### src/rtl/mcmc_walk_pkg.sv
package mcmc_walk_pkg;

    localparam int THR_W = 10;
    localparam int U_W   = 4;

    typedef enum logic [1:0] {
        WALK_IDLE,
        WALK_DRAW,
        WALK_WAIT
    } walk_state_e;

    // Threshold for index u: round(256 * -ln((u + 0.5) / 16)), 8 fraction bits.
    function automatic logic [THR_W-1:0] neglog_threshold(input logic [U_W-1:0] u);
        logic [THR_W-1:0] t;
        case (u)
            4'd0:  t = 10'd887;
            4'd1:  t = 10'd606;
            4'd2:  t = 10'd475;
            4'd3:  t = 10'd389;
            4'd4:  t = 10'd325;
            4'd5:  t = 10'd273;
            4'd6:  t = 10'd231;
            4'd7:  t = 10'd194;
            4'd8:  t = 10'd162;
            4'd9:  t = 10'd133;
            4'd10: t = 10'd108;
            4'd11: t = 10'd85;
            4'd12: t = 10'd63;
            4'd13: t = 10'd43;
            4'd14: t = 10'd25;
            default: t = 10'd8;
        endcase
        return t;
    endfunction

endpackage

### src/rtl/mcmc_walk_lfsr.sv
module mcmc_walk_lfsr #(
    parameter int          W     = 16,
    parameter logic [15:0] TAPS  = 16'hB400,
    parameter logic [15:0] SEED  = 16'hACE1,
    parameter int          IDX_W = 4,
    parameter int          U_W   = 4
) (
    input  logic             clk,
    input  logic             rst_n,
    input  logic             step,
    output logic [IDX_W-1:0] draw_a,
    output logic [IDX_W-1:0] draw_b,
    output logic [U_W-1:0]   draw_u
);

    logic [W-1:0] lfsr_d, lfsr_q;

    always_comb begin
        lfsr_d = lfsr_q;
        if (step) begin
            lfsr_d = (lfsr_q >> 1) ^ (lfsr_q[0] ? TAPS[W-1:0] : '0);
        end
    end

    always_ff @(posedge clk) begin
        if (!rst_n) lfsr_q <= SEED[W-1:0];
        else        lfsr_q <= lfsr_d;
    end

    assign draw_a = lfsr_q[IDX_W-1:0];
    assign draw_b = lfsr_q[2*IDX_W-1:IDX_W];
    assign draw_u = lfsr_q[W-1 -: U_W];

    // A Galois register seeded non-zero never reaches the all-zero lock state.
    assert_lfsr_live_R2: assert property (@(posedge clk) disable iff (!rst_n)
        lfsr_q != '0);

endmodule

### src/rtl/mcmc_pair_swap.sv
module mcmc_pair_swap #(
    parameter int N_NODES = 16,
    parameter int IDX_W   = $clog2(N_NODES)
) (
    input  logic [N_NODES*IDX_W-1:0] order_in,
    input  logic [IDX_W-1:0]         pos_a,
    input  logic [IDX_W-1:0]         pos_b,
    output logic [N_NODES*IDX_W-1:0] order_out
);

    logic [IDX_W-1:0] node_at_a, node_at_b;

    assign node_at_a = order_in[pos_a*IDX_W +: IDX_W];
    assign node_at_b = order_in[pos_b*IDX_W +: IDX_W];

    for (genvar s = 0; s < N_NODES; s++) begin : g_slot
        logic hit_a, hit_b;
        assign hit_a = (pos_a == IDX_W'(s));
        assign hit_b = (pos_b == IDX_W'(s));
        assign order_out[s*IDX_W +: IDX_W] = hit_a ? node_at_b :
                                             hit_b ? node_at_a :
                                             order_in[s*IDX_W +: IDX_W];
    end

endmodule

### src/rtl/mcmc_mh_accept.sv
module mcmc_mh_accept
    import mcmc_walk_pkg::*;
#(
    parameter int SCORE_W = 24
) (
    input  logic signed [SCORE_W-1:0] cur_score,
    input  logic signed [SCORE_W-1:0] prop_score,
    input  logic        [U_W-1:0]     u_idx,
    output logic                      accept
);

    logic signed [SCORE_W:0] drop;
    logic signed [SCORE_W:0] thr_ext;
    logic                    uphill;

    // One extra bit keeps the score difference from wrapping.
    assign drop    = {cur_score[SCORE_W-1], cur_score} - {prop_score[SCORE_W-1], prop_score};
    assign thr_ext = $signed({{(SCORE_W+1-THR_W){1'b0}}, neglog_threshold(u_idx)});
    assign uphill  = (prop_score >= cur_score);
    assign accept  = uphill || (drop <= thr_ext);

endmodule

### src/rtl/mcmc_order_walker.sv
module mcmc_order_walker
    import mcmc_walk_pkg::*;
#(
    parameter int          N_NODES   = 16,
    parameter int          SCORE_W   = 24,
    parameter int          ITER_W    = 16,
    parameter logic [15:0] LFSR_SEED = 16'hACE1
) (
    input  logic                                  clk,
    input  logic                                  rst_n,
    input  logic                                  start,
    input  logic [ITER_W-1:0]                     run_iters,
    output logic [N_NODES*$clog2(N_NODES)-1:0]    prop_order,
    output logic                                  prop_valid,
    input  logic signed [SCORE_W-1:0]             score_in,
    input  logic                                  score_valid,
    output logic [N_NODES*$clog2(N_NODES)-1:0]    cur_order,
    output logic signed [SCORE_W-1:0]             cur_score,
    output logic                                  done,
    output logic                                  accepted,
    output logic [ITER_W-1:0]                     iter_count,
    output logic                                  busy
);

    localparam int IDX_W   = $clog2(N_NODES);
    localparam int ORDER_W = N_NODES * IDX_W;
    localparam logic [SCORE_W-1:0] SCORE_FLOOR = {1'b1, {(SCORE_W-1){1'b0}}};

    typedef struct packed {
        walk_state_e         st;
        logic [ORDER_W-1:0]  cur_order;
        logic [SCORE_W-1:0]  cur_score;
        logic [ORDER_W-1:0]  prop_order;
        logic [ITER_W-1:0]   remaining;
        logic [ITER_W-1:0]   iter_count;
        logic                done;
        logic                accepted;
    } walk_t;

    function automatic logic [ORDER_W-1:0] identity_order();
        logic [ORDER_W-1:0] r;
        for (int i = 0; i < N_NODES; i++) r[i*IDX_W +: IDX_W] = IDX_W'(i);
        return r;
    endfunction

    walk_t walk_d, walk_q;

    logic             lfsr_step;
    logic [IDX_W-1:0] pos_a, pos_b;
    logic [U_W-1:0]   u_idx;
    logic [ORDER_W-1:0] swapped;
    logic             take_prop;

    mcmc_walk_lfsr #(
        .W(16), .TAPS(16'hB400), .SEED(LFSR_SEED), .IDX_W(IDX_W), .U_W(U_W)
    ) u_lfsr (
        .clk(clk), .rst_n(rst_n), .step(lfsr_step),
        .draw_a(pos_a), .draw_b(pos_b), .draw_u(u_idx)
    );

    mcmc_pair_swap #(.N_NODES(N_NODES), .IDX_W(IDX_W)) u_swap (
        .order_in(walk_q.cur_order), .pos_a(pos_a), .pos_b(pos_b), .order_out(swapped)
    );

    mcmc_mh_accept #(.SCORE_W(SCORE_W)) u_mh (
        .cur_score($signed(walk_q.cur_score)), .prop_score(score_in),
        .u_idx(u_idx), .accept(take_prop)
    );

    always_comb begin
        walk_d      = walk_q;
        walk_d.done = 1'b0;
        lfsr_step   = 1'b0;
        case (walk_q.st)
            WALK_IDLE: begin
                if (start && (run_iters != '0)) begin
                    walk_d.remaining = run_iters;
                    walk_d.st        = WALK_DRAW;
                end
            end
            WALK_DRAW: begin
                lfsr_step = 1'b1;
                if (pos_a != pos_b) begin
                    walk_d.prop_order = swapped;
                    walk_d.st         = WALK_WAIT;
                end
            end
            WALK_WAIT: begin
                if (score_valid) begin
                    lfsr_step          = 1'b1;
                    walk_d.done        = 1'b1;
                    walk_d.accepted    = take_prop;
                    walk_d.iter_count  = walk_q.iter_count + 1'b1;
                    walk_d.remaining   = walk_q.remaining - 1'b1;
                    if (take_prop) begin
                        walk_d.cur_order = walk_q.prop_order;
                        walk_d.cur_score = score_in;
                    end
                    walk_d.st = (walk_q.remaining == ITER_W'(1)) ? WALK_IDLE : WALK_DRAW;
                end
            end
            default: walk_d.st = WALK_IDLE;
        endcase
    end

    always_ff @(posedge clk) begin
        if (!rst_n) begin
            walk_q            <= '0;
            walk_q.st         <= WALK_IDLE;
            walk_q.cur_order  <= identity_order();
            walk_q.cur_score  <= SCORE_FLOOR;
            walk_q.prop_order <= identity_order();
        end else begin
            walk_q <= walk_d;
        end
    end

    assign prop_order = walk_q.prop_order;
    assign prop_valid = (walk_q.st == WALK_WAIT);
    assign cur_order  = walk_q.cur_order;
    assign cur_score  = $signed(walk_q.cur_score);
    assign done       = walk_q.done;
    assign accepted   = walk_q.accepted;
    assign iter_count = walk_q.iter_count;
    assign busy       = (walk_q.st != WALK_IDLE);

    // Checker logic: which node indices appear in the broadcast ordering.
    logic [N_NODES-1:0] seen_nodes;
    always_comb begin
        seen_nodes = '0;
        for (int i = 0; i < N_NODES; i++) seen_nodes[prop_order[i*IDX_W +: IDX_W]] = 1'b1;
    end

    assert_prop_perm_R3: assert property (@(posedge clk) disable iff (!rst_n)
        $rose(prop_valid) |-> (&seen_nodes));

    assert_prop_hold_R3: assert property (@(posedge clk) disable iff (!rst_n)
        (prop_valid && !score_valid) |=> (prop_valid && $stable(prop_order)));

    assert_idle_strobe_R4: assert property (@(posedge clk) disable iff (!rst_n)
        (!prop_valid && score_valid) |=> !done);

    assert_uphill_accept_R5: assert property (@(posedge clk) disable iff (!rst_n)
        done |-> (accepted || ($signed($past(score_in)) < $signed($past(cur_score)))));

    assert_reject_keeps_R7: assert property (@(posedge clk) disable iff (!rst_n)
        (done && !accepted) |-> ($stable(cur_order) && $stable(cur_score)));

    assert_accept_loads_R7: assert property (@(posedge clk) disable iff (!rst_n)
        (done && accepted) |-> ((cur_order == $past(prop_order)) && (cur_score == $past(score_in))));

    assert_done_follows_R8: assert property (@(posedge clk) disable iff (!rst_n)
        (prop_valid && score_valid) |=> done);

    assert_done_single_R8: assert property (@(posedge clk) disable iff (!rst_n)
        done |=> !done);

endmodule

### config.mk
export PLATFORM = sky130hd
export DESIGN_NAME = mcmc_order_walker
export DESIGN_NICKNAME = d
export VERILOG_FILES = /design/src/rtl/mcmc_walk_pkg.sv /design/src/rtl/mcmc_walk_lfsr.sv /design/src/rtl/mcmc_pair_swap.sv /design/src/rtl/mcmc_mh_accept.sv /design/src/rtl/mcmc_order_walker.sv
export SDC_FILE = /design/constraint.sdc
export NUM_CORES = 1
export LEC_CHECK = 0
export BUFFER_PORTS_ARGS = -buffer_cell sky130_fd_sc_hd__buf_2
export CAP_MARGIN = 20
export CORE_MARGIN = 4
export CORE_UTILIZATION = 30
export DETAILED_ROUTE_END_ITERATION = 6
export PLACE_DENSITY = 0.51
export SKIP_CTS_REPAIR_TIMING = 1
export SYNTH_ARGS = -nofsm -noshare
export SYNTH_HDL_FRONTEND = slang
export SYNTH_SLANG_ARGS = --single-unit
export TNS_END_PERCENT = 1
### constraint.sdc
create_clock -name clk -period 4.35 [get_ports clk]
set_input_delay 0.87 -clock clk [delete_from_list [all_inputs] [get_ports clk]]
set_output_delay 0.87 -clock clk [all_outputs]
set_load 0.01 [all_outputs]
==> results <==
- The worst pin sits at a relative slew slack of between 20% and 30%.
- Yosys mapped the design onto 75 distinct sky130hd cell types.
- The clock tree from TritonCTS is done.
- Counting flops and latches in the post-synthesis netlist gives about 210.
- The maximum clock path buffer count is 3.
- The total of fill cells in the finished design is 5468.
- The mux share of post-synthesis cell area is under 10%.
- The kind of end point of the critical path is a flip-flop.
- The highest net fanout along the worst path is 31.
- The flow ran to the end, and the final reports show no timing, DRC or antenna violations.
- The final setup violation count is 0.
- The placeable core region is 51300 µm².
- The cell with the largest stage delay on the worst path is or4b_4.
- The placed standard-cell area is between 15000 and 20000 µm².
- Walking the worst path, the cells encountered are buf_2 -> ha_4 -> fa_2 -> nand2b_4 -> a21oi_2 -> o21a_1 -> nor2_1 -> xnor2_1 -> ha_1 -> a211oi_2 -> nand2_1 -> o21ai_1 -> a21oi_1 -> nor4_1 -> nand4_1 -> or4b_4 -> o31a_1 -> buf_12 -> o211ai_1.
- The number of input and output port buffers inserted is roughly 220.
- The insertion delay to the later sink of the worst-skew pair is slightly below 0.6 ns.
- The number of global-route vias before repair is between 10000 and 15000.
- For this run, asynchronously set or reset flops after synthesis account for 0%.
- After Yosys synthesis, XOR and XNOR cells account for approximately 2.1% of the synthesized area.
- The worst setup path is launched from an input pin.
- The warning count from the yosys run is 0.
- Dividing the synthesized area by the synthesized cell count gives between 7 and 8 µm².
- The net count after synthesis is between 2000 and 2500.
- The worst-case IR drop observed on VDD is about 0.00031 V.
- The number of detailed-routing iterations run before antenna repair is 6.
- Dividing the final minimum period by the clock period gives 94.94%.
- The critical path class is in2reg.
- In the global route stage, overall resource usage came out at 18.57%.
- The cell leakage power is approximately 7.3 nW.
- By area, the combinational part of the netlist is dominated by compound AO/OA/AOI/OAI gates.
- Compared with the post-synthesis result, the final layout area differs by 12.67%.
- The final routed DRC violation total is 0.
- The total overflow left after global routing is 0.
- The hold violation total from the final report is 0.
- The actual slew at the worst max-slew pin is 1.139 ns.
- The layout net count is about 2100.
- The simple-gate share of the synthesized area is 19.20%.
- The tightest min-delay check is of the reg2reg type.
- The effective utilization at floorplan is 30.26%.
- Clock skew on the completed layout was measured at roughly 0.025 ns.
- The synthesized-area fraction occupied by ao, oa, aoi and oai cells is around 23%.
- Sorting the synthesized cells by area gives the leading types as dfxtp_1, buf_4, mux4_2.
- Clock-pin slew was measured on the worst setup and hold paths at ~0.060 ns.
- In the final timing run, aggregate negative setup slack is 0 ns.
- The adder and majority cell fraction of the synthesized area is under 10%.
- The die is approximately 240 µm tall.
- The I/O pin count is around 220.
- For this block, the initial DRC count from the detailed router was 1176.
- The most common flop cell mapped by yosys is dfxtp_1.
- The dominant cell type by area after synthesis is dfxtp_1.
- The post-route netlist has 21.79% of its cells at a drive strength greater than 1.
- Entering global routing, the biggest net connects around 130 pins.
- The final layout contains routed wiring with a total length of around 55 mm.
- The clock period could shrink to about 4.1 ns.
- The overall die area is about 55000 µm².
- The share of synthesized area in the top cell type comes to between 20 and 30%.
- The floorplan step set the die width to 235.5 µm.
- The critical path required time is around 4.8 ns.
- Summing all non-filler instances in the final layout gives an area of 17490 µm².
- The TritonCTS sink count is approximately 210.
- Across the run, the number of max-cap violations was 0.
- The total CTS buffers is 28.
- The number of vias in the routed layout is between 10000 and 15000.
- In this run the core area contains 83 standard-cell rows.
- In this design, the largest share of critical-path delay is due to compound AO/OA/AOI/OAI gates.
- The number of buffers and inverters on the critical path is 2.
- In this run the number of H-tree levels came out at 1.
- The clock root buffer master is clkbuf_16.
- The power per cell area is between 500 and 600 nW/µm².
- Data arrives at the worst endpoint at ~4.6 ns.
- The post-synthesis sequential area ratio is 27.60%.
- In the final routed layout, each cell accounts on average for 20.46 µm.
- The cell count after synthesis came out at just under 2000.
- Dividing the detail-routed via count by the number of cells gives 5.539.
- The final weighted congestion in routability-driven placement is approximately 0.95.
- After synthesis the cells add up to approximately 16000 µm².
- The total count of max-transition violations in the final report came to 0.
- Counting flops with a built-in enable in the synthesized netlist gives 0.
- The antenna violation net count after detailed routing is 0.
- The global-route wire length before repair is 84.27 mm.
- Setup repair after global routing could not meet its margin everywhere.
- Timing would allow up to roughly 240 MHz.
- The delay of the slowest cell on the worst path is ~0.56 ns.
- The initial antenna violation count came to 0.
- The HPWL reported at the end of detailed placement is about 40 mm.
## synth_stat cells, types with 6 or more instances
master,number
o311ai_0,88
xnor2_1,27
or3_1,8
a211oi_1,8
o21ai_0,57
a21boi_0,10
ha_1,48
a21oi_1,156
mux2i_1,51
buf_1,13
nand3_1,24
nor2_1,166
xor2_1,10
a22oi_1,13
or2_2,6
dfxtp_1,214
o221ai_1,7
inv_1,98
nand4_1,70
nor2b_1,8
and3_1,41
a31oi_1,58
buf_4,169
and2_1,18
nand2_1,195
o211ai_1,72
nand2b_1,18
clkbuf_1,134
nor3_1,44
buf_2,15
nor4_1,17
mux4_2,40
## routing by layer
layer	global-route usage (%)	share of wire [%]	vias to the layer above
li1	-	-	7132
met1	23.98	43	7237
met2	31.51	48	502
met3	3.995	7.0	85
met4	4.983	2.8	0
met5	0	0	-
## final timing paths
path / from / end / depth (start not counted) / slack, ns
min reg2reg: u_lfsr.lfsr_q[10]$_SDFFE_PN1P_ / u_lfsr.lfsr_q[9]$_SDFFE_PN0P_ / 2 / 0.47
max reg2reg: cur_score[0]$_SDFFE_PN0P_ / cur_order[47]$_SDFFE_PN1P_ / 19 / 0.26
min: u_lfsr.lfsr_q[10]$_SDFFE_PN1P_ / u_lfsr.lfsr_q[9]$_SDFFE_PN0P_ / 2 / 0.47
max: score_in[0] / cur_order[47]$_SDFFE_PN1P_ / 19 / 0.22
## final cells by class
type | count | area [µm²] | share of cell area (%)
clock inverters | 11 | 151.4 | 0.8656
clock buffers | 40 | 815.8 | 4.664
multi-input cells | 1338 | 9024 | 51.59
well taps | 680 | 850.8 | 4.864
flip-flops and latches | 214 | 4287 | 24.51
diodes | 1 | 2.502 | 0.01431
repair buffers | 317 | 1988 | 11.37
inverters | 99 | 371.6 | 2.125
## stage by stage
step	total power, mW	setup slack [ns]	hold slack [ns]	util (%)	std cells
final	9.399	0.2202	0.4716	34.09	2700
after global routing	10.03	-0.02875	0.5027	34.09	2699
after global placement	6.903	-0.3930	0.4538	31.98	2643
after CTS	9.436	0.1132	0.4689	33.87	2694
after detailed placement	6.966	-0.4425	0.4607	31.98	2643
after floorplan	5.800	-0.03692	0.4406	-	1987
## placed cells by master, fill, tap and decap left out, drive strengths merged, types with 8 or more instances in the layout
cell	n
dfxtp	214
nand4	70
and2	18
nor2	166
a21oi	160
ha	48
xnor2	27
buf	315
nand2	195
nand3	24
a22oi	13
mux2i	51
o211ai	72
nor2b	8
a211oi	8
mux4	40
or3	8
nand2b	18
a21boi	10
o311ai	88
clkbuf	42
inv	100
o21ai	63
nor4	17
a31oi	58
and3	41
xor2	10
nor3	44
## flip-flops by register name, summed over array words and instances (netlist names)
register	count
accepted	1
cur_order	64
cur_score	24
done	1
iter_count	16
prop_order	64
u_lfsr.lfsr_q	16
u_mh.thr_ext	10
walk_q	18
## kinds of logic (layout without fill, tap and decap cells)
family / count (synthesis) / in the layout
compound gates: 529 / 529
xor+xnor: 37 / 37
fa+ha+maj: 49 / 49
buf+inv: 435 / 467
flops: 214 / 214
mux: 93 / 93
other cells: 0 / 1
simple gates: 630 / 630
## worst min-delay path: stages, from the launching register on
cell,delay [ns]
dfxtp_1,0.31
nand2_1,0.05
a21boi_0,0.07
## where the power goes
group,leakage [nW],switching [mW],internal [mW]
Combinational,5.10,2.50,1.61
Sequential,1.74,0.506,2.35
Clock,0.475,0.959,1.48
Total,7.32,3.97,5.43
(Power assumes the default switching activity.)
